==> config.mk <==
export PLATFORM = sky130hd
export DESIGN_NAME = cos_outstage
export DESIGN_NICKNAME = d
export VERILOG_FILES = /design/src/rtl/cos_pkg.sv /design/src/rtl/cos_sync.sv /design/src/rtl/cos_deadtime.sv /design/src/rtl/cos_break.sv /design/src/rtl/cos_outsel.sv /design/src/rtl/cos_outstage.sv
export SDC_FILE = /design/constraint.sdc
export NUM_CORES = 1
export LEC_CHECK = 0
export ABC_AREA = 1
export BUFFER_PORTS_ARGS = -buffer_cell sky130_fd_sc_hd__buf_2
export CAP_MARGIN = 10
export CORE_MARGIN = 4
export CORE_UTILIZATION = 50
export DETAILED_ROUTE_END_ITERATION = 6
export GPL_TIMING_DRIVEN = 1
export HOLD_SLACK_MARGIN = 0.05
export PLACE_DENSITY = 0.8
export SYNTH_ARGS = -nofsm -noshare
export SYNTH_HDL_FRONTEND = slang
export SYNTH_SLANG_ARGS = --single-unit
==> constraint.sdc <==
create_clock -name clk -period 2.95 [get_ports clk]
set_input_delay 0.295 -clock clk [delete_from_list [all_inputs] [get_ports clk]]
set_output_delay 0.295 -clock clk [all_outputs]
set_load 0.02 [all_outputs]
==> src/rtl/cos_pkg.sv <==
package cos_pkg;

  typedef struct packed {
    logic off_run;
    logic off_idle;
    logic en_p;
    logic en_n;
    logic pol_p;
    logic pol_n;
    logic idle_p;
    logic idle_n;
  } cos_ctrl_t;

  typedef struct packed {
    logic oe;
    logic dat;
  } cos_pin_t;

  // Pin value in run mode: enabled pins follow the level, disabled pins
  // either sit at their inactive level or are released.
  function automatic cos_pin_t run_pin(logic en, logic off_run, logic lvl, logic pol);
    cos_pin_t p;
    p.oe  = en | off_run;
    p.dat = en ? (lvl ^ pol) : (off_run & pol);
    return p;
  endfunction

  // Pin value with the main enable clear.
  function automatic cos_pin_t idle_pin(logic grant, logic use_idle, logic idle, logic pol);
    cos_pin_t p;
    p.oe  = grant;
    p.dat = grant & (use_idle ? idle : pol);
    return p;
  endfunction

endpackage

==> src/rtl/cos_sync.sv <==
module cos_sync #(
  parameter int W      = 2,
  parameter int STAGES = 2
) (
  input  logic         clk,
  input  logic         rst_n,
  input  logic [W-1:0] d,
  output logic [W-1:0] q
);

  logic [STAGES-1:0][W-1:0] stg;

  always_ff @(posedge clk or negedge rst_n) begin
    if (!rst_n) begin
      stg <= '0;
    end else begin
      stg[0] <= d;
      for (int i = 1; i < STAGES; i++) stg[i] <= stg[i-1];
    end
  end

  assign q = stg[STAGES-1];

endmodule

==> src/rtl/cos_deadtime.sv <==
module cos_deadtime #(
  parameter int DT_W = 8
) (
  input  logic            clk,
  input  logic            rst_n,
  input  logic            ref_i,
  input  logic [DT_W-1:0] dead_i,
  output logic            ref_q_o,
  output logic            p_act_o,
  output logic            n_act_o
);

  localparam logic [DT_W-1:0] CNT_MAX = '1;

  logic            ref_q;
  logic [DT_W-1:0] since_edge;
  logic            settled;

  // since_edge counts cycles since the last reference change, saturating.
  always_ff @(posedge clk or negedge rst_n) begin
    if (!rst_n) begin
      ref_q      <= 1'b0;
      since_edge <= CNT_MAX;
    end else begin
      ref_q <= ref_i;
      if (ref_i != ref_q)            since_edge <= '0;
      else if (since_edge != CNT_MAX) since_edge <= since_edge + 1'b1;
    end
  end

  assign settled = (since_edge >= dead_i);
  assign ref_q_o = ref_q;
  assign p_act_o = ref_q & settled;
  assign n_act_o = ~ref_q & settled;

endmodule

==> src/rtl/cos_break.sv <==
module cos_break #(
  parameter int DT_W        = 8,
  parameter int SYNC_STAGES = 2
) (
  input  logic            clk,
  input  logic            rst_n,
  input  logic            brk_i,
  input  logic            brk2_i,
  input  logic            off_run,
  input  logic            off_idle,
  input  logic            men_set,
  input  logic            men_clr,
  input  logic [DT_W-1:0] dead_i,
  output logic            main_en_o,
  output logic            idle_lvl_o,
  output logic            brk_raw_o
);

  logic [1:0]      bsync;
  logic            brk2_ok;
  logic            brk_eff;
  logic            b1_prev;
  logic            b1_rise;
  logic            set_ok;
  logic            men_q;
  logic            idle_q;
  logic            wait_q;
  logic [DT_W-1:0] wait_cnt;

  cos_sync #(.W(2), .STAGES(SYNC_STAGES)) u_sync (
    .clk   (clk),
    .rst_n (rst_n),
    .d     ({brk2_i, brk_i}),
    .q     (bsync)
  );

  assign brk2_ok   = off_run & off_idle;
  assign brk_raw_o = brk_i | (brk2_i & brk2_ok);
  assign brk_eff   = bsync[0] | (bsync[1] & brk2_ok);
  assign b1_rise   = bsync[0] & ~b1_prev;
  assign set_ok    = men_set & ~brk_raw_o & ~brk_eff;

  always_ff @(posedge clk or negedge rst_n) begin
    if (!rst_n) begin
      b1_prev  <= 1'b0;
      men_q    <= 1'b0;
      idle_q   <= 1'b0;
      wait_q   <= 1'b0;
      wait_cnt <= '0;
    end else begin
      b1_prev <= bsync[0];

      if (brk_eff || men_clr) men_q <= 1'b0;
      else if (set_ok)        men_q <= 1'b1;

      // Second break step: one dead-time after the primary break.
      if (b1_rise) begin
        wait_q   <= 1'b1;
        wait_cnt <= '0;
      end else if (wait_q) begin
        if (wait_cnt >= dead_i) begin
          wait_q <= 1'b0;
          idle_q <= 1'b1;
        end else begin
          wait_cnt <= wait_cnt + 1'b1;
        end
      end

      if (set_ok) begin
        idle_q <= 1'b0;
        wait_q <= 1'b0;
      end
    end
  end

  assign main_en_o  = men_q;
  assign idle_lvl_o = idle_q;

endmodule

==> src/rtl/cos_outsel.sv <==
module cos_outsel
  import cos_pkg::*;
(
  input  logic      clk,
  input  logic      rst_n,
  input  cos_ctrl_t ctrl,
  input  logic      main_en,
  input  logic      idle_lvl,
  input  logic      ref_q,
  input  logic      p_act,
  input  logic      n_act,
  output cos_pin_t  pin_p,
  output cos_pin_t  pin_n,
  output logic      run_q
);

  logic     both;
  logic     grant;
  cos_pin_t nxt_p;
  cos_pin_t nxt_n;

  assign both  = ctrl.en_p & ctrl.en_n;
  assign grant = ctrl.off_idle & (ctrl.en_p | ctrl.en_n);

  always_comb begin
    if (main_en) begin
      nxt_p = run_pin(ctrl.en_p, ctrl.off_run, both ? p_act : ref_q, ctrl.pol_p);
      nxt_n = run_pin(ctrl.en_n, ctrl.off_run, both ? n_act : ref_q, ctrl.pol_n);
    end else begin
      nxt_p = idle_pin(grant, idle_lvl, ctrl.idle_p, ctrl.pol_p);
      nxt_n = idle_pin(grant, idle_lvl, ctrl.idle_n, ctrl.pol_n);
    end
  end

  always_ff @(posedge clk or negedge rst_n) begin
    if (!rst_n) begin
      pin_p <= '0;
      pin_n <= '0;
      run_q <= 1'b0;
    end else begin
      pin_p <= nxt_p;
      pin_n <= nxt_n;
      run_q <= main_en;
    end
  end

endmodule

==> src/rtl/cos_outstage.sv <==
module cos_outstage
  import cos_pkg::*;
#(
  parameter int DT_W        = 8,
  parameter int SYNC_STAGES = 2
) (
  input  logic            clk,
  input  logic            rst_n,
  input  logic            ref_i,
  input  logic [DT_W-1:0] dead_i,
  input  logic            off_run_i,
  input  logic            off_idle_i,
  input  logic            en_p_i,
  input  logic            en_n_i,
  input  logic            pol_p_i,
  input  logic            pol_n_i,
  input  logic            idle_p_i,
  input  logic            idle_n_i,
  input  logic            brk_i,
  input  logic            brk2_i,
  input  logic            men_set_i,
  input  logic            men_clr_i,
  output logic            out_p_o,
  output logic            oe_p_o,
  output logic            out_n_o,
  output logic            oe_n_o,
  output logic            main_en_o
);

  cos_ctrl_t ctrl;
  logic      ref_q, p_act, n_act;
  logic      main_en, idle_lvl, brk_raw;
  cos_pin_t  pin_p, pin_n;
  logic      run_q;
  logic      ovr, grant;

  assign ctrl = '{off_run: off_run_i, off_idle: off_idle_i, en_p: en_p_i, en_n: en_n_i,
                  pol_p: pol_p_i, pol_n: pol_n_i, idle_p: idle_p_i, idle_n: idle_n_i};

  cos_deadtime #(.DT_W(DT_W)) u_dt (
    .clk     (clk),
    .rst_n   (rst_n),
    .ref_i   (ref_i),
    .dead_i  (dead_i),
    .ref_q_o (ref_q),
    .p_act_o (p_act),
    .n_act_o (n_act)
  );

  cos_break #(.DT_W(DT_W), .SYNC_STAGES(SYNC_STAGES)) u_brk (
    .clk        (clk),
    .rst_n      (rst_n),
    .brk_i      (brk_i),
    .brk2_i     (brk2_i),
    .off_run    (off_run_i),
    .off_idle   (off_idle_i),
    .men_set    (men_set_i),
    .men_clr    (men_clr_i),
    .dead_i     (dead_i),
    .main_en_o  (main_en),
    .idle_lvl_o (idle_lvl),
    .brk_raw_o  (brk_raw)
  );

  cos_outsel u_sel (
    .clk      (clk),
    .rst_n    (rst_n),
    .ctrl     (ctrl),
    .main_en  (main_en),
    .idle_lvl (idle_lvl),
    .ref_q    (ref_q),
    .p_act    (p_act),
    .n_act    (n_act),
    .pin_p    (pin_p),
    .pin_n    (pin_n),
    .run_q    (run_q)
  );

  // Clockless override: active until the registers have taken the idle values.
  assign ovr   = brk_raw & (run_q | main_en);
  assign grant = off_idle_i & (en_p_i | en_n_i);

  assign oe_p_o    = ovr ? grant : pin_p.oe;
  assign out_p_o   = ovr ? (grant & pol_p_i) : pin_p.dat;
  assign oe_n_o    = ovr ? grant : pin_n.oe;
  assign out_n_o   = ovr ? (grant & pol_n_i) : pin_n.dat;
  assign main_en_o = main_en;

endmodule


# Yosys cells after proc, flatten, opt, wreduce, memory -nomap -nowiden
# Cells that the tools add are included.
dict set report word_totals {
  out_inout_bits 5
  ff_bits 30
}
dict set report classes {
  order_cmp 2
  muxes 27
  n_bitwise 29
  eq_ne 4
  n_reduce_logical 8
  add_sub_neg 2
}
# op n
set op_table {}
lappend op_table {{8-bit two-way mux} 5}
lappend op_table {{1-bit two-way mux} 20}
lappend op_table {{1-bit AND} 17}
lappend op_table {{8-bit by 1-bit adder with 8-bit output (second input constant)} 2}
lappend op_table {{8-bit greater-or-equal comparator} 2}
lappend op_table {{2-bit nonzero test} 5}
lappend op_table {{8-bit inequality test (second input constant)} 1}
lappend op_table {{1-bit bitwise OR} 6}
lappend op_table {{2-bit two-way mux} 2}
lappend op_table {{1-bit NOT} 4}
lappend op_table {{3-bit AND reduction} 1}
lappend op_table {{2-bit by 1-bit inequality test with 1-bit output (second input constant)} 1}
lappend op_table {{2-bit inequality test (second input constant)} 1}
lappend op_table {{2-bit AND reduction} 1}
lappend op_table {{1-bit XOR} 2}
lappend op_table {{1-bit logical OR} 1}
lappend op_table {{1-bit inequality test} 1}

# Longest topological paths before layout
# Gate-level depths: netlist of the first run.
dict set report depth {
  depth_word 8
  depth_mapped 13
}

# Modules after synthesis
# Synthesis of the first run repeated with hierarchy kept, for this count alone.
dict set report hier_totals {
  cells_unflattened 296
  area_unflattened_um2 2158.3
}
# mod seq_area_each_um2 area_each_um2 n_inst cells_per_inst
set by_module_without_submodules {}
lappend by_module_without_submodules {cos_break 300.3 978.4 1 139}
lappend by_module_without_submodules {cos_deadtime 235.2 732.0 1 99}
lappend by_module_without_submodules {cos_outsel 125.1 260.2 1 34}
lappend by_module_without_submodules {cos_sync 100.1 115.1 1 6}
lappend by_module_without_submodules {cos_outstage 0.0 72.6 1 18}

# Least setup slack after synthesis of the first run
# No wires, ideal clock.
dict set report synth_path {
  path_kind {register to output}
  from {reg u_brk.men_q, in the netlist u_brk.main_en_o}
  to {out out_n_o}
  t_arrival_ns 1.333
  required_time_ns 2.655
  path_slack_ns 1.322
  stages_incl_launch_ff 5
  path_cell_list {dfrtp_1 > nor2_1 > nor2_1 > nand2_1 > o21ai_0}
}
dict set report synth_via {
  elab_chain_cells 3
}
# item line_no
set synth_rtl {}
lappend synth_rtl {{from (decl)} cos_break.sv:25} ;# logic men_q;
lappend synth_rtl {{from (signal assigned)} cos_break.sv:46} ;# men_q <= 1'b0;
lappend synth_rtl {{from (signal assigned)} cos_break.sv:53} ;# if (brk_eff || men_clr) men_q <= 1'b0;
lappend synth_rtl {{from (signal assigned)} cos_break.sv:54} ;# else if (set_ok) men_q <= 1'b1;
lappend synth_rtl {{1-bit bitwise OR} cos_outstage.sv:80} ;# assign ovr = brk_raw & (run_q | main_en);
lappend synth_rtl {{1-bit AND} cos_outstage.sv:80}
lappend synth_rtl {{1-bit two-way mux} cos_outstage.sv:86} ;# assign out_n_o = ovr ? (grant & pol_n_i) : pin_n.dat;
lappend synth_rtl {{to (decl)} cos_outstage.sv:25} ;# output logic out_n_o,
# No other way between the ends.

# Worst setup path in the final report of the first run
# Same ends and word-level chain as after synthesis.

==> impl_results.html, run 1 <==
<table>
<tr><th>Metric</th><th>Value</th></tr>
<tr><th colspan="2">Power</th></tr>
<tr><td>Leakage power total</td><td>around 1.2 nW</td></tr>
<tr><td>Worst voltage drop across the vdd grid</td><td>0.4709 mV</td></tr>
<tr><td>Pwr per Cell Area</td><td>583.3 mW/mm2</td></tr>
<tr><th colspan="2">Floorplan</th></tr>
<tr><td>Row cnt</td><td>22</td></tr>
<tr><td>Number of primary I/O pins</td><td>28</td></tr>
<tr><td>Die area</td><td>0.004837 mm2</td></tr>
<tr><td>Die Ht</td><td>69.55 um</td></tr>
<tr><td>Die X</td><td>~70 um</td></tr>
<tr><td>Starting Density</td><td>51.74%</td></tr>
<tr><td>Area of the core</td><td>approximately 0.0037 mm2</td></tr>
<tr><th colspan="2">Placed design</th></tr>
<tr><td>Final RePlAce weighted congestion</td><td>0.8457</td></tr>
<tr><td>Port bufs</td><td>27</td></tr>
<tr><td>HPWL after detailed placement</td><td>between 2000 and 3000 um</td></tr>
<tr><td>Worst setup timing slack at the placement stage</td><td>1.271 ns</td></tr>
<tr><td>Instance count after placement with tap cells included</td><td>~320</td></tr>
<tr><th colspan="2">Final layout</th></tr>
<tr><td>Final non-filler cell total</td><td>~330</td></tr>
<tr><td>Number of nets in the final layout</td><td>around 320</td></tr>
<tr><td>Most used cells in the layout excluding fill and tap cells</td><td>sky130_fd_sc_hd__nand2_1 (61), sky130_fd_sc_hd__inv_1 (32), sky130_fd_sc_hd__buf_2 (27)</td></tr>
<tr><td>Share of final-layout standard cells stronger than drive strength 1</td><td>between 10% and 20%</td></tr>
<tr><td>Fill count</td><td>347</td></tr>
<tr><td>Signed area change from the synthesized netlist to the final layout</td><td>17.83%</td></tr>
<tr><td>Most common cell after layout, fill and taps aside</td><td>sky130_fd_sc_hd__nand2_1</td></tr>
<tr><td>Post-layout utilization of the core</td><td>approximately three fifths</td></tr>
<tr><td>Total inserted antenna cells</td><td>0</td></tr>
<tr><th colspan="2">Worst setup path</th></tr>
<tr><td>Slack of the worst reg-to-reg path</td><td>1.25 ns</td></tr>
<tr><td>CP endpoint kind</td><td>output port</td></tr>
<tr><td>RR Startpoint</td><td>u_dt.since_edge[7]</td></tr>
<tr><td>Endpoint required time on the critical path</td><td>2.65 ns</td></tr>
<tr><td>CP Max Fanout</td><td>9</td></tr>
<tr><td>CP Launch Type</td><td>flop</td></tr>
<tr><td>Arrival time of the worst setup path</td><td>1.47 ns</td></tr>
<tr><td>Critical R2R Capture</td><td>u_sel.pin_p[0]</td></tr>
<tr><td>Number of cells on the worst reg-to-reg path</td><td>8</td></tr>
<tr><td>Critical path class</td><td>reg2out</td></tr>
<tr><th colspan="2">Timing</th></tr>
<tr><td>Final setup margin</td><td>1.182 ns</td></tr>
<tr><td>Setup clock skew after layout</td><td>~0.0049 ns</td></tr>
<tr><td>Shortest clock period the worst path allows after layout</td><td>1.768 ns</td></tr>
<tr><td>Number of failing hold endpoints at the final stage</td><td>0</td></tr>
<tr><td>Worst hold margin</td><td>between 0.04 and 0.05 ns</td></tr>
<tr><td>Final setup fails</td><td>0</td></tr>
<tr><td>Number of pins with negative max-slew slack in the final report</td><td>0</td></tr>
<tr><td>Max-slew headroom at the worst pin</td><td>55.46%</td></tr>
<tr><td>Total Neg Setup Slack</td><td>0 ns</td></tr>
<tr><td>Achievable frequency</td><td>565.7 MHz</td></tr>
<tr><td>Worst slew pin tran</td><td>between 0.6 and 0.7 ns</td></tr>
<tr><td>Part of the cycle the worst path needs</td><td>59.93%</td></tr>
<tr><td>RSZ-0062 raised after global routing</td><td>no</td></tr>
<tr><th colspan="2">Synthesis</th></tr>
<tr><td>Post-synthesis cell area</td><td>0.001894 mm2</td></tr>
<tr><td>Net count after synthesis</td><td>284</td></tr>
<tr><td>Count of yosys warnings during synthesis</td><td>0</td></tr>
<tr><td>Cell count after synthesis</td><td>243</td></tr>
<tr><td>Total of flip-flops plus latches after synthesis</td><td>30</td></tr>
<tr><td>Portion of the post-synthesis area used by sequential elements</td><td>between 40% and 50%</td></tr>
<tr><td>Mapped Avg Cell Area</td><td>7.796 um2</td></tr>
<tr><td>Netlist cell types</td><td>28</td></tr>
<tr><th colspan="2">Global route</th></tr>
<tr><td>Aggregate global-route resource usage</td><td>between 15 and 20%</td></tr>
<tr><td>Global route overflow</td><td>0</td></tr>
<tr><td>Largest net degree at the start of global routing</td><td>31</td></tr>
<tr><td>First-pass GRT wire length</td><td>6782 um</td></tr>
<tr><td>Number of global-route vias before repair</td><td>about 1600</td></tr>
<tr><td>Antenna violations before repair</td><td>0</td></tr>
<tr><th colspan="2">Clock tree</th></tr>
<tr><td>CTS tree</td><td>done</td></tr>
<tr><td>Clock-pin slew reported for the worst setup and hold paths after clock tree synthesis</td><td>roughly 0.07 ns</td></tr>
<tr><td>Clock tree buffer depth</td><td>2</td></tr>
<tr><td>Cell at the root of the clock tree</td><td>sky130_fd_sc_hd__clkbuf_8</td></tr>
<tr><td>Post-CTS setup repair buffer count</td><td>0</td></tr>
<tr><td>Later-pin clock latency in the skew report</td><td>0.28 ns</td></tr>
<tr><td>Hold-fix buffers at CTS</td><td>0</td></tr>
<tr><td>Number of gates resized after cts</td><td>0</td></tr>
<tr><td>Htree depth</td><td>2</td></tr>
<tr><td>Clock sinks</td><td>30</td></tr>
<tr><td>TritonCTS Buffers</td><td>5</td></tr>
<tr><th colspan="2">Route</th></tr>
<tr><td>Number of design rule violations left after detail routing</td><td>0</td></tr>
<tr><td>WL final</td><td>3848 um</td></tr>
<tr><td>Overall via count from detail_route</td><td>1673</td></tr>
<tr><td>DR WL/cell</td><td>11.80 um</td></tr>
<tr><td>First-pass detailed-route iteration total</td><td>4</td></tr>
<tr><td>DR iter-0 viols</td><td>99</td></tr>
<tr><td>Post-route antenna net violation count</td><td>0</td></tr>
<tr><td>Mean number of vias per cell</td><td>5.132</td></tr>
<tr><th colspan="2">Outcome</th></tr>
<tr><td>Outcome</td><td>completed</td></tr>
<tr><th colspan="2">Job</th></tr>
<tr><td>Max cap viols</td><td>0</td></tr>
<tr><th colspan="2">Hold path</th></tr>
<tr><td>Hold crit path type</td><td>in2async</td></tr>
</table>
## cell type report
class                   count  area, um2  area share, %
clock inverters             2      60.06          2.691
clock buffers               6      82.58          3.700
repair buffers             27      135.1          6.054
inverters                  33      123.9          5.549
multi-input cells         180       1010          45.24
well taps                  48      60.06          2.691
flip-flops and latches     30      760.7          34.08
## worst max-delay path: stages, from the launching register on
cell and delay [ns]:
sky130_fd_sc_hd__dfrtp_1 0.48, sky130_fd_sc_hd__nor2_1 0.28, sky130_fd_sc_hd__nor2_1 0.08, sky130_fd_sc_hd__nand2_1 0.11, sky130_fd_sc_hd__o21ai_0 0.08, sky130_fd_sc_hd__buf_2 0.16
## Yosys cell counts, drive strengths merged
| cell type | instances | area (um2) |
|---|---|---|
| a211oi | 1 | 12.51 |
| a21o | 1 | 7.510 |
| a21oi | 9 | 45.04 |
| a22oi | 1 | 7.510 |
| a31o | 1 | 8.760 |
| a31oi | 2 | 12.51 |
| dfrtp | 22 | 550.5 |
| dfstp | 8 | 210.2 |
| ha | 18 | 225.2 |
| inv | 33 | 123.9 |
| nand2 | 64 | 252.7 |
| nand3 | 22 | 110.1 |
| nand3b | 2 | 15.01 |
| nand4 | 3 | 33.78 |
| nor2 | 24 | 92.59 |
| nor3 | 7 | 40.04 |
| nor3b | 1 | 7.510 |
| nor4 | 1 | 6.260 |
| o21a | 1 | 7.510 |
| o21ai | 18 | 90.09 |
| xnor2 | 3 | 26.28 |
| xor2 | 1 | 8.760 |
## stage by stage
stage          instance area, um2  total power [mW]
2_1_floorplan                1894            0.7049
3_3_place_gp                 2090            0.7859
3_5_place_dp                 2090            0.7944
4_1_cts                      2232             1.317
5_1_grt                      2232             1.381
6_report                     2232             1.302
## report_power, final
group | internal [mW] | total [mW] | switching (mW) | leakage [nW]
registers | 0.465 | 0.518 | 0.0535 | 0.363
clock network | 0.360 | 0.515 | 0.154 | 0.0714
logic | 0.110 | 0.269 | 0.159 | 0.759
total | 0.935 | 1.30 | 0.367 | 1.19
## state kept, by name, indices dropped and copies added (netlist names)
name	cells
u_sel.pin_p	2
u_brk.wait_q	1
u_dt.ref_q_o	1
u_dt.since_edge	8
u_brk.idle_lvl_o	1
u_brk.u_sync.q	2
u_sel.run_q	1
u_brk.u_sync.stg	2
u_brk.wait_cnt	8
u_brk.main_en_o	1
u_sel.pin_n	2
u_brk.b1_prev	1
## routing by layer
| metal | routed length [um] | share of wire, % | track usage [%] | vias to the layer above |
|---|---|---|---|---|
| met1 | 1793 | 47 | 22.47 | 777 |
| met3 | 139 | 3.6 | 4.493 | 7 |
| met2 | 1855 | 48 | 28.07 | 18 |
| met5 | 0 | 0 | 0 | - |
| li1 | - | - | - | 871 |
| met4 | 59 | 1.5 | 5.857 | 0 |
## kinds of logic after synthesis
family / share of synthesized area [%]
simple gates: 29.46
buf+inv: 6.539
fa+ha+maj: 11.89
compound gates: 10.11
flops: 40.16
xor+xnor: 1.850
## how the worst max path moves through the flow
| stage | startpoint | endpoint | slack (ns) | cells after the start |
|---|---|---|---|---|
| after floorplan | u_brk.main_en_o | out_n_o | 1.32 | 4 |
| after global placement | u_dt.since_edge[7] | u_sel.pin_n[0] | 1.35 | 8 |
| after detailed placement | dead_i[7] | u_brk.wait_cnt[3] | 1.27 | 10 |
| after CTS | u_brk.main_en_o | out_n_o | 1.21 | 5 |
| after global routing | u_dt.since_edge[7] | u_sel.pin_p[0] | 1.04 | 8 |
| final | u_brk.main_en_o | out_n_o | 1.18 | 5 |
Power figures use the tool's default switching activity.
==> run 2, diff against run 1 <==
Clock period 2.95 ns to 1.7 ns, I/O delays scaled along.
==> run 2 against run 1 <==
Compared with the run above: die area stayed put; design area up 12%; power increased by 63%; non-clock buffer count up 19; critical path type is now reg2reg; highest routed layer unchanged.
==> impl_results.html, run 2 (synthesized netlist as in run 1, its figures left out) <==
<table>
<tr><th>Metric</th><th>Value</th></tr>
<tr><th colspan="2">Timing</th></tr>
<tr><td>Achievable frequency</td><td>602.2 MHz</td></tr>
<tr><td>Setup clock skew after layout</td><td>0.005336 ns (was 0.004873 ns)</td></tr>
<tr><td>Worst hold margin</td><td>0.1858 ns (was 0.04629 ns)</td></tr>
<tr><td>Number of failing hold endpoints at the final stage</td><td>0 (unchanged)</td></tr>
<tr><td>Number of pins with negative max-slew slack in the final report</td><td>0 (unchanged)</td></tr>
<tr><td>Max-slew headroom at the worst pin</td><td>56.22% (was 55.46%)</td></tr>
<tr><td>Final setup fails</td><td>0 (unchanged)</td></tr>
<tr><td>Part of the cycle the worst path needs</td><td>97.68%</td></tr>
<tr><td>Shortest clock period the worst path allows after layout</td><td>1.661 ns</td></tr>
<tr><td>Worst slew pin tran</td><td>0.6567 ns (was 0.6681 ns)</td></tr>
<tr><td>RSZ-0062 raised after global routing</td><td>yes (was no)</td></tr>
<tr><th colspan="2">Final layout</th></tr>
<tr><td>Signed area change from the synthesized netlist to the final layout</td><td>31.64% (was 17.83%)</td></tr>
<tr><td>Share of final-layout standard cells stronger than drive strength 1</td><td>30.20% (was 18.71%)</td></tr>
<tr><td>Most used cells in the layout excluding fill and tap cells</td><td>sky130_fd_sc_hd__nand2_1 (56), sky130_fd_sc_hd__inv_1 (31), sky130_fd_sc_hd__buf_2 (27) (was sky130_fd_sc_hd__nand2_1 (61), sky130_fd_sc_hd__inv_1 (32), sky130_fd_sc_hd__buf_2 (27))</td></tr>
<tr><td>Total inserted antenna cells</td><td>0 (unchanged)</td></tr>
<tr><td>Largest registers in the final layout</td><td>u_brk.wait_cnt (8), u_dt.since_edge (8) (unchanged)</td></tr>
<tr><td>Most common cell after layout, fill and taps aside</td><td>sky130_fd_sc_hd__nand2_1 (unchanged)</td></tr>
<tr><td>Number of nets in the final layout</td><td>338 (was 318)</td></tr>
<tr><th colspan="2">Worst setup path</th></tr>
<tr><td>CP endpoint kind</td><td>flop (was output port)</td></tr>
<tr><td>Arrival time of the worst setup path</td><td>1.87 ns (was 1.47 ns)</td></tr>
<tr><td>CP Max Fanout</td><td>5 (was 9)</td></tr>
<tr><td>CP Launch Type</td><td>flop (unchanged)</td></tr>
<tr><td>Critical path class</td><td>reg2reg (was reg2out)</td></tr>
<tr><td>Endpoint required time on the critical path</td><td>1.91 ns (was 2.65 ns)</td></tr>
<tr><td>Number of cells on the worst reg-to-reg path</td><td>8 (unchanged)</td></tr>
<tr><td>RR Startpoint</td><td>u_dt.since_edge[0] (was u_dt.since_edge[7])</td></tr>
<tr><td>Slack of the worst reg-to-reg path</td><td>0.04 ns (was 1.25 ns)</td></tr>
<tr><td>Critical R2R Capture</td><td>u_dt.since_edge[3] (was u_sel.pin_p[0])</td></tr>
<tr><td>Critical path origin</td><td>u_dt.since_edge[0] (was u_brk.main_en_o)</td></tr>
<tr><th colspan="2">Floorplan</th></tr>
<tr><td>Number of primary I/O pins</td><td>28 (unchanged)</td></tr>
<tr><td>Die area</td><td>0.004837 mm2 (unchanged)</td></tr>
<tr><td>Die Ht</td><td>69.55 um (unchanged)</td></tr>
<tr><td>Row cnt</td><td>22 (unchanged)</td></tr>
<tr><td>Starting Density</td><td>51.74% (unchanged)</td></tr>
<tr><td>Die X</td><td>69.55 um (unchanged)</td></tr>
<tr><td>Area of the core</td><td>0.003661 mm2 (unchanged)</td></tr>
<tr><th colspan="2">Power</th></tr>
<tr><td>Post-route total power</td><td>2.118 mW (was 1.302 mW)</td></tr>
<tr><td>Worst voltage drop across the vdd grid</td><td>0.6589 mV (was 0.4709 mV)</td></tr>
<tr><td>Leakage power total</td><td>1.286 nW (was 1.194 nW)</td></tr>
<tr><td>Pwr per Cell Area</td><td>849.3 mW/mm2 (was 583.3 mW/mm2)</td></tr>
<tr><th colspan="2">Placed design</th></tr>
<tr><td>Port bufs</td><td>27 (unchanged)</td></tr>
<tr><td>Final RePlAce weighted congestion</td><td>0.8289 (was 0.8457)</td></tr>
<tr><td>HPWL after detailed placement</td><td>3100 um (was 2991 um)</td></tr>
<tr><th colspan="2">Clock tree</th></tr>
<tr><td>Cell at the root of the clock tree</td><td>sky130_fd_sc_hd__clkbuf_8 (unchanged)</td></tr>
<tr><td>CTS tree</td><td>done (unchanged)</td></tr>
<tr><td>Clock-pin slew reported for the worst setup and hold paths after clock tree synthesis</td><td>0.07 ns (about the same)</td></tr>
<tr><td>Clock sinks</td><td>30 (unchanged)</td></tr>
<tr><td>Later-pin clock latency in the skew report</td><td>0.29 ns (was 0.28 ns)</td></tr>
<tr><td>Htree depth</td><td>2 (unchanged)</td></tr>
<tr><td>Clock tree buffer depth</td><td>2 (unchanged)</td></tr>
<tr><td>TritonCTS Buffers</td><td>5 (unchanged)</td></tr>
<tr><th colspan="2">Global route</th></tr>
<tr><td>First-pass GRT wire length</td><td>7065 um (was 6782 um)</td></tr>
<tr><td>Global route overflow</td><td>0 (unchanged)</td></tr>
<tr><td>Largest net degree at the start of global routing</td><td>31 (unchanged)</td></tr>
<tr><td>Number of global-route vias before repair</td><td>1656 (was 1561)</td></tr>
<tr><td>Antenna violations before repair</td><td>0 (unchanged)</td></tr>
<tr><td>Aggregate global-route resource usage</td><td>18.17% (was 17.33%)</td></tr>
<tr><th colspan="2">Route</th></tr>
<tr><td>Overall via count from detail_route</td><td>1815 (was 1673)</td></tr>
<tr><td>Number of design rule violations left after detail routing</td><td>0 (unchanged)</td></tr>
<tr><td>First-pass detailed-route iteration total</td><td>5 (was 4)</td></tr>
<tr><td>Mean number of vias per cell</td><td>5.246 (was 5.132)</td></tr>
<tr><td>DR iter-0 viols</td><td>136 (was 99)</td></tr>
<tr><td>WL final</td><td>4533 um (was 3848 um)</td></tr>
<tr><td>DR WL/cell</td><td>13.10 um (was 11.80 um)</td></tr>
<tr><td>Post-route antenna net violation count</td><td>0 (unchanged)</td></tr>
<tr><th colspan="2">Hold path</th></tr>
<tr><td>Hold crit path type</td><td>in2reg (was in2async)</td></tr>
<tr><td>Worst hold path startpoint</td><td>off_run_i</td></tr>
<tr><td>Number of cells on the worst hold path</td><td>3</td></tr>
<tr><td>Endpoint of the worst hold path</td><td>u_sel.pin_p[1]</td></tr>
<tr><th colspan="2">Outcome</th></tr>
<tr><td>Outcome</td><td>completed (unchanged)</td></tr>
<tr><th colspan="2">Job</th></tr>
<tr><td>Max cap viols</td><td>0 (unchanged)</td></tr>
</table>
run 2: worst max-delay path, stage by stage, from the launching register on:
cell                       delay [ns]
sky130_fd_sc_hd__dfstp_2         0.56
sky130_fd_sc_hd__buf_6           0.11
sky130_fd_sc_hd__ha_4            0.15
sky130_fd_sc_hd__nand3_4         0.09
sky130_fd_sc_hd__nor3_4          0.20
sky130_fd_sc_hd__nand2_2         0.12
sky130_fd_sc_hd__nand2_2         0.09
sky130_fd_sc_hd__nor2_2          0.05
sky130_fd_sc_hd__a211oi_2        0.21
run 2: power by group:
group	internal [mW]	switching (mW)	total (mW)
Combinational	0.272	0.337	0.609
Clock	0.326	0.278	0.604
Sequential	0.809	0.0961	0.905
run 2: area by class of cell:
type                            count  area (um2)
Clock buffer                        7       86.33
Clock inverter                      1       5.005
Fill cell                         284        1167
Inverter                           33       123.9
Multi-Input combinational cell    181        1161
Sequential cell                    30       763.2
Tap cell                           48       60.06
Timing Repair Buffer               46       294.0
run 2: stage by stage:
step / worst slack (ns) / area [um2] / utilization (%) / std cells / setup TNS [ns]
6_report: 0.03947 / 2494 / 68.11 / 346 / 0
5_1_grt: -0.03653 / 2494 / 68.11 / 346 / -0.2524
4_1_cts: 0.04260 / 2283 / 62.37 / 338 / 0
3_5_place_dp: 0.07827 / 2142 / 58.51 / 325 / 0
3_3_place_gp: 0.09625 / 2142 / 58.51 / 325 / 0
2_1_floorplan: 0.1695 / 1894 / - / 243 / 0
run 2: worst max-delay path by stage:
stage	endpoint	slack, ns	cells past startpoint
floorplan	u_sel.pin_n[0]	0.17	8
global placement	u_sel.pin_p[0]	0.1	8
detailed placement	u_brk.wait_cnt[6]	0.08	8
CTS	u_sel.pin_n[0]	0.04	8
global route	u_dt.since_edge[3]	-0.04	8
finish	u_dt.since_edge[3]	0.04	8
run 2: what timing repair did:
item,CTS,global route
gates resized for setup,0,29
hold buffers,5,0
setup endpoints to repair,0,13
endpoints found under the hold margin,26,0
buffers inserted,0,7
run 2: per-layer routing:
layer  up-vias  part of all wire (%)  global-route usage (%)
met5         -                     0                       0
li1        914                     -                       -
met1       840                    43                   22.31
met4         0                   1.8                   5.640
met2        51                    52                   30.51
met3        10                   3.4                   5.507
==> run 3, diff against run 2 <==
Settings changed: CORE_UTILIZATION 50 to 55, CTS_BUF_LIST set to sky130_fd_sc_hd__clkbuf_4, PLACE_DENSITY 0.8 to 0.86.
==> run 3 against run 2 <==
Compared with the run above: die area fell by 8.1%; count of clock-buffer cells in the layout fell by 2; maximum frequency fell by 0.80%; worst hold slack got worse by 0.052 ns; clock power rose by 20%; sequential power barely moved; via count rose by 0.28%; global-route usage rose by 2.4 points; clock skew rose by 0.0077 ns; largest power group unchanged.
==> impl_results.html, run 3 (synthesized netlist as in run 1, its figures left out) <==
<table>
<tr><th>Metric</th><th>Value</th></tr>
<tr><th colspan="2">Timing</th></tr>
<tr><td>Worst slew pin tran</td><td>0.6499 ns (was 0.6567 ns)</td></tr>
<tr><td>Setup clock skew after layout</td><td>0.01306 ns (was 0.005336 ns)</td></tr>
<tr><td>RSZ-0062 raised after global routing</td><td>yes (unchanged)</td></tr>
<tr><td>Number of failing hold endpoints at the final stage</td><td>0 (unchanged)</td></tr>
<tr><td>Part of the cycle the worst path needs</td><td>98.47% (was 97.68%)</td></tr>
<tr><td>Number of pins with negative max-slew slack in the final report</td><td>0 (unchanged)</td></tr>
<tr><td>Max-slew headroom at the worst pin</td><td>56.67% (was 56.22%)</td></tr>
<tr><td>Final setup fails</td><td>0 (unchanged)</td></tr>
<tr><td>Achievable frequency</td><td>597.4 MHz (was 602.2 MHz)</td></tr>
<tr><td>Shortest clock period the worst path allows after layout</td><td>1.674 ns (was 1.661 ns)</td></tr>
<tr><td>Total Neg Setup Slack</td><td>0 ns (unchanged)</td></tr>
<tr><th colspan="2">Power</th></tr>
<tr><td>Worst voltage drop across the vdd grid</td><td>0.6909 mV (was 0.6589 mV)</td></tr>
<tr><td>Post-route total power</td><td>2.204 mW (was 2.118 mW)</td></tr>
<tr><td>Pwr per Cell Area</td><td>896.3 mW/mm2 (was 849.3 mW/mm2)</td></tr>
<tr><td>Leakage power total</td><td>1.277 nW (was 1.286 nW)</td></tr>
<tr><th colspan="2">Floorplan</th></tr>
<tr><td>Starting Density</td><td>56.77% (was 51.74%)</td></tr>
<tr><td>Die area</td><td>0.004447 mm2 (was 0.004837 mm2)</td></tr>
<tr><td>Die Ht</td><td>66.69 um (was 69.55 um)</td></tr>
<tr><td>Number of primary I/O pins</td><td>28 (unchanged)</td></tr>
<tr><td>Row cnt</td><td>21 (was 22)</td></tr>
<tr><td>Area of the core</td><td>0.003337 mm2 (was 0.003661 mm2)</td></tr>
<tr><td>Die X</td><td>66.69 um (was 69.55 um)</td></tr>
<tr><th colspan="2">Clock tree</th></tr>
<tr><td>Later-pin clock latency in the skew report</td><td>0.34 ns (was 0.29 ns)</td></tr>
<tr><td>Clock-pin slew reported for the worst setup and hold paths after clock tree synthesis</td><td>0.11 ns (was 0.07 ns)</td></tr>
<tr><td>Clock sinks</td><td>30 (unchanged)</td></tr>
<tr><td>Clock tree buffer depth</td><td>2 (unchanged)</td></tr>
<tr><td>CTS tree</td><td>done (unchanged)</td></tr>
<tr><td>TritonCTS Buffers</td><td>5 (unchanged)</td></tr>
<tr><td>Cell at the root of the clock tree</td><td>sky130_fd_sc_hd__clkbuf_4 (was sky130_fd_sc_hd__clkbuf_8)</td></tr>
<tr><td>Htree depth</td><td>2 (unchanged)</td></tr>
<tr><th colspan="2">Job</th></tr>
<tr><td>Max cap viols</td><td>0 (unchanged)</td></tr>
<tr><th colspan="2">Placed design</th></tr>
<tr><td>Instance count after placement with tap cells included</td><td>322 (was 325)</td></tr>
<tr><td>Port bufs</td><td>27 (unchanged)</td></tr>
<tr><td>HPWL after detailed placement</td><td>3060 um (was 3100 um)</td></tr>
<tr><td>Final RePlAce weighted congestion</td><td>0.8883 (was 0.8289)</td></tr>
<tr><th colspan="2">Global route</th></tr>
<tr><td>Aggregate global-route resource usage</td><td>20.58% (was 18.17%)</td></tr>
<tr><td>Largest net degree at the start of global routing</td><td>31 (unchanged)</td></tr>
<tr><td>Global route overflow</td><td>0 (unchanged)</td></tr>
<tr><td>Antenna violations before repair</td><td>0 (unchanged)</td></tr>
<tr><td>Number of global-route vias before repair</td><td>1655 (was 1656)</td></tr>
<tr><td>First-pass GRT wire length</td><td>6941 um (was 7065 um)</td></tr>
<tr><th colspan="2">Final layout</th></tr>
<tr><td>Total inserted antenna cells</td><td>0 (unchanged)</td></tr>
<tr><td>Signed area change from the synthesized netlist to the final layout</td><td>29.79% (was 31.64%)</td></tr>
<tr><td>Number of nets in the final layout</td><td>337 (was 338)</td></tr>
<tr><td>Reg area</td><td>762.0 um2 (was 763.2 um2)</td></tr>
<tr><td>Final non-filler cell total</td><td>343 (was 346)</td></tr>
<tr><td>Largest registers in the final layout</td><td>u_brk.wait_cnt (8), u_dt.since_edge (8) (unchanged)</td></tr>
<tr><td>Most used cells in the layout excluding fill and tap cells</td><td>sky130_fd_sc_hd__nand2_1 (52), sky130_fd_sc_hd__inv_1 (31), sky130_fd_sc_hd__buf_2 (27) (was sky130_fd_sc_hd__nand2_1 (56), sky130_fd_sc_hd__inv_1 (31), sky130_fd_sc_hd__buf_2 (27))</td></tr>
<tr><td>Share of final-layout standard cells stronger than drive strength 1</td><td>28.96% (was 30.20%)</td></tr>
<tr><td>Most common cell after layout, fill and taps aside</td><td>sky130_fd_sc_hd__nand2_1 (unchanged)</td></tr>
<tr><td>Area of the multi-input gates</td><td>0.001131 mm2 (was 0.001161 mm2)</td></tr>
<tr><td>Post-layout utilization of the core</td><td>73.68% (was 68.11%)</td></tr>
<tr><td>Fill count</td><td>274 (was 284)</td></tr>
<tr><th colspan="2">Worst setup path</th></tr>
<tr><td>CP Launch Type</td><td>flop (unchanged)</td></tr>
<tr><td>Number of cells on the worst reg-to-reg path</td><td>8 (unchanged)</td></tr>
<tr><td>CP endpoint kind</td><td>flop (unchanged)</td></tr>
<tr><td>Ordered list of cells on the worst path</td><td>ha_4 &gt; nand2_4 &gt; nor2_4 &gt; nand4_1 &gt; nand4_4 &gt; nand2_4 &gt; nand2_2 &gt; nand2_2 (was buf_6 &gt; ha_4 &gt; nand3_4 &gt; nor3_4 &gt; nand2_2 &gt; nand2_2 &gt; nor2_2 &gt; a211oi_2)</td></tr>
<tr><td>CP Max Fanout</td><td>7 (was 5)</td></tr>
<tr><td>Crit-path slowest cell</td><td>sky130_fd_sc_hd__dfrtp_1 (was sky130_fd_sc_hd__dfstp_2)</td></tr>
<tr><td>Largest stage delay on the critical path</td><td>0.45 ns (was 0.56 ns)</td></tr>
<tr><td>Critical path class</td><td>reg2reg (unchanged)</td></tr>
<tr><td>Arrival time of the worst setup path</td><td>1.92 ns (was 1.87 ns)</td></tr>
<tr><td>Endpoint required time on the critical path</td><td>1.95 ns (was 1.91 ns)</td></tr>
<tr><th colspan="2">Route</th></tr>
<tr><td>DR iter-0 viols</td><td>147 (was 136)</td></tr>
<tr><td>Mean number of vias per cell</td><td>5.306 (was 5.246)</td></tr>
<tr><td>Number of design rule violations left after detail routing</td><td>0 (unchanged)</td></tr>
<tr><td>Post-route antenna net violation count</td><td>0 (unchanged)</td></tr>
<tr><td>WL final</td><td>4632 um (was 4533 um)</td></tr>
<tr><td>DR WL/cell</td><td>13.50 um (was 13.10 um)</td></tr>
<tr><td>Overall via count from detail_route</td><td>1820 (was 1815)</td></tr>
<tr><td>First-pass detailed-route iteration total</td><td>6 (was 5)</td></tr>
<tr><th colspan="2">Hold path</th></tr>
<tr><td>Hold crit path type</td><td>in2reg (unchanged)</td></tr>
<tr><td>Number of cells on the worst hold path</td><td>5 (was 3)</td></tr>
<tr><th colspan="2">Outcome</th></tr>
<tr><td>Outcome</td><td>completed (unchanged)</td></tr>
</table>
[run 3: cell types whose count changed in the layout (fill, tap and decap cells not counted), moves of 2 or more]
cell / change
sky130_fd_sc_hd__nand2_2: +3
sky130_fd_sc_hd__ha_4: -2
sky130_fd_sc_hd__clkbuf_4: +5
sky130_fd_sc_hd__bufinv_16: +2
sky130_fd_sc_hd__ha_1: +2
sky130_fd_sc_hd__nor2_4: +2
sky130_fd_sc_hd__nor2_2: -3
sky130_fd_sc_hd__clkbuf_8: -6
sky130_fd_sc_hd__nand2_1: -4
[run 3: final cells by class]
class | count | area share, %
inverters | 33 | 5.038
repair buffers | 45 | 11.50
well taps | 46 | 2.341
clock buffers | 5 | 1.527
flip-flops and latches | 30 | 30.99
clock inverters | 3 | 2.595
multi-input cells | 181 | 46.00
[run 3: worst max-delay path: cells and delay by family, from the launching register on]
kind	cells	cell delay, ns
DFF	1	0.45
and+or+nand+nor	7	0.81
adders and majority gates	1	0.30
[run 3: report_power, final]
part / switching, mW / total, mW / internal [mW] / leakage, nW
Clock: 0.273 / 0.726 / 0.453 / 0.0528
Combinational: 0.327 / 0.573 / 0.246 / 0.863
Sequential: 0.0987 / 0.905 / 0.806 / 0.362
[run 3: timing repair]
item                       in CTS  in global routing
hold endpoints to repair       26                  0
pin swaps                       0                 14
buffers inserted                0                  7
gates cloned                    0                  1
hold buffers                    5                  0
resized for setup               1                 25
setup endpoints to repair       4                 15
[run 3: worst paths after layout]
path                                      from                end  slack (ns)
max reg2reg                  u_brk.wait_cnt[4]  u_brk.wait_cnt[3]        0.03
min reg2reg                u_brk.u_sync.stg[0]  u_brk.u_sync.q[0]        0.37
max in group asynchronous                rst_n    u_brk.main_en_o        0.86
max                          u_brk.wait_cnt[4]  u_brk.wait_cnt[3]        0.03
min                                   idle_p_i     u_sel.pin_p[0]        0.13
min in group asynchronous                rst_n  u_brk.wait_cnt[4]        0.39
[run 3: per-layer routing]
metal  global-route usage, %  part of all wire, %  vias up  routed length [um]
li1                        -                    -      909                   -
met1                   26.36                   42      845                1948
met2                   31.93                   50       49                2320
met3                   4.384                  4.2       17                 194
met4                   11.68                  3.6        0                 168
met5                       0                    0        -                   0
[run 3: through the flow]
stage                     hold slack, ns  setup slack [ns]  area, um2
after floorplan                  -0.1256            0.1695       1894
after global placement            0.2290           0.08963       2132
after detailed placement          0.2310           0.05325       2132
after CTS                         0.1396           0.01139       2286
after global routing              0.1474          -0.05363       2459
final                             0.1340           0.02608       2459
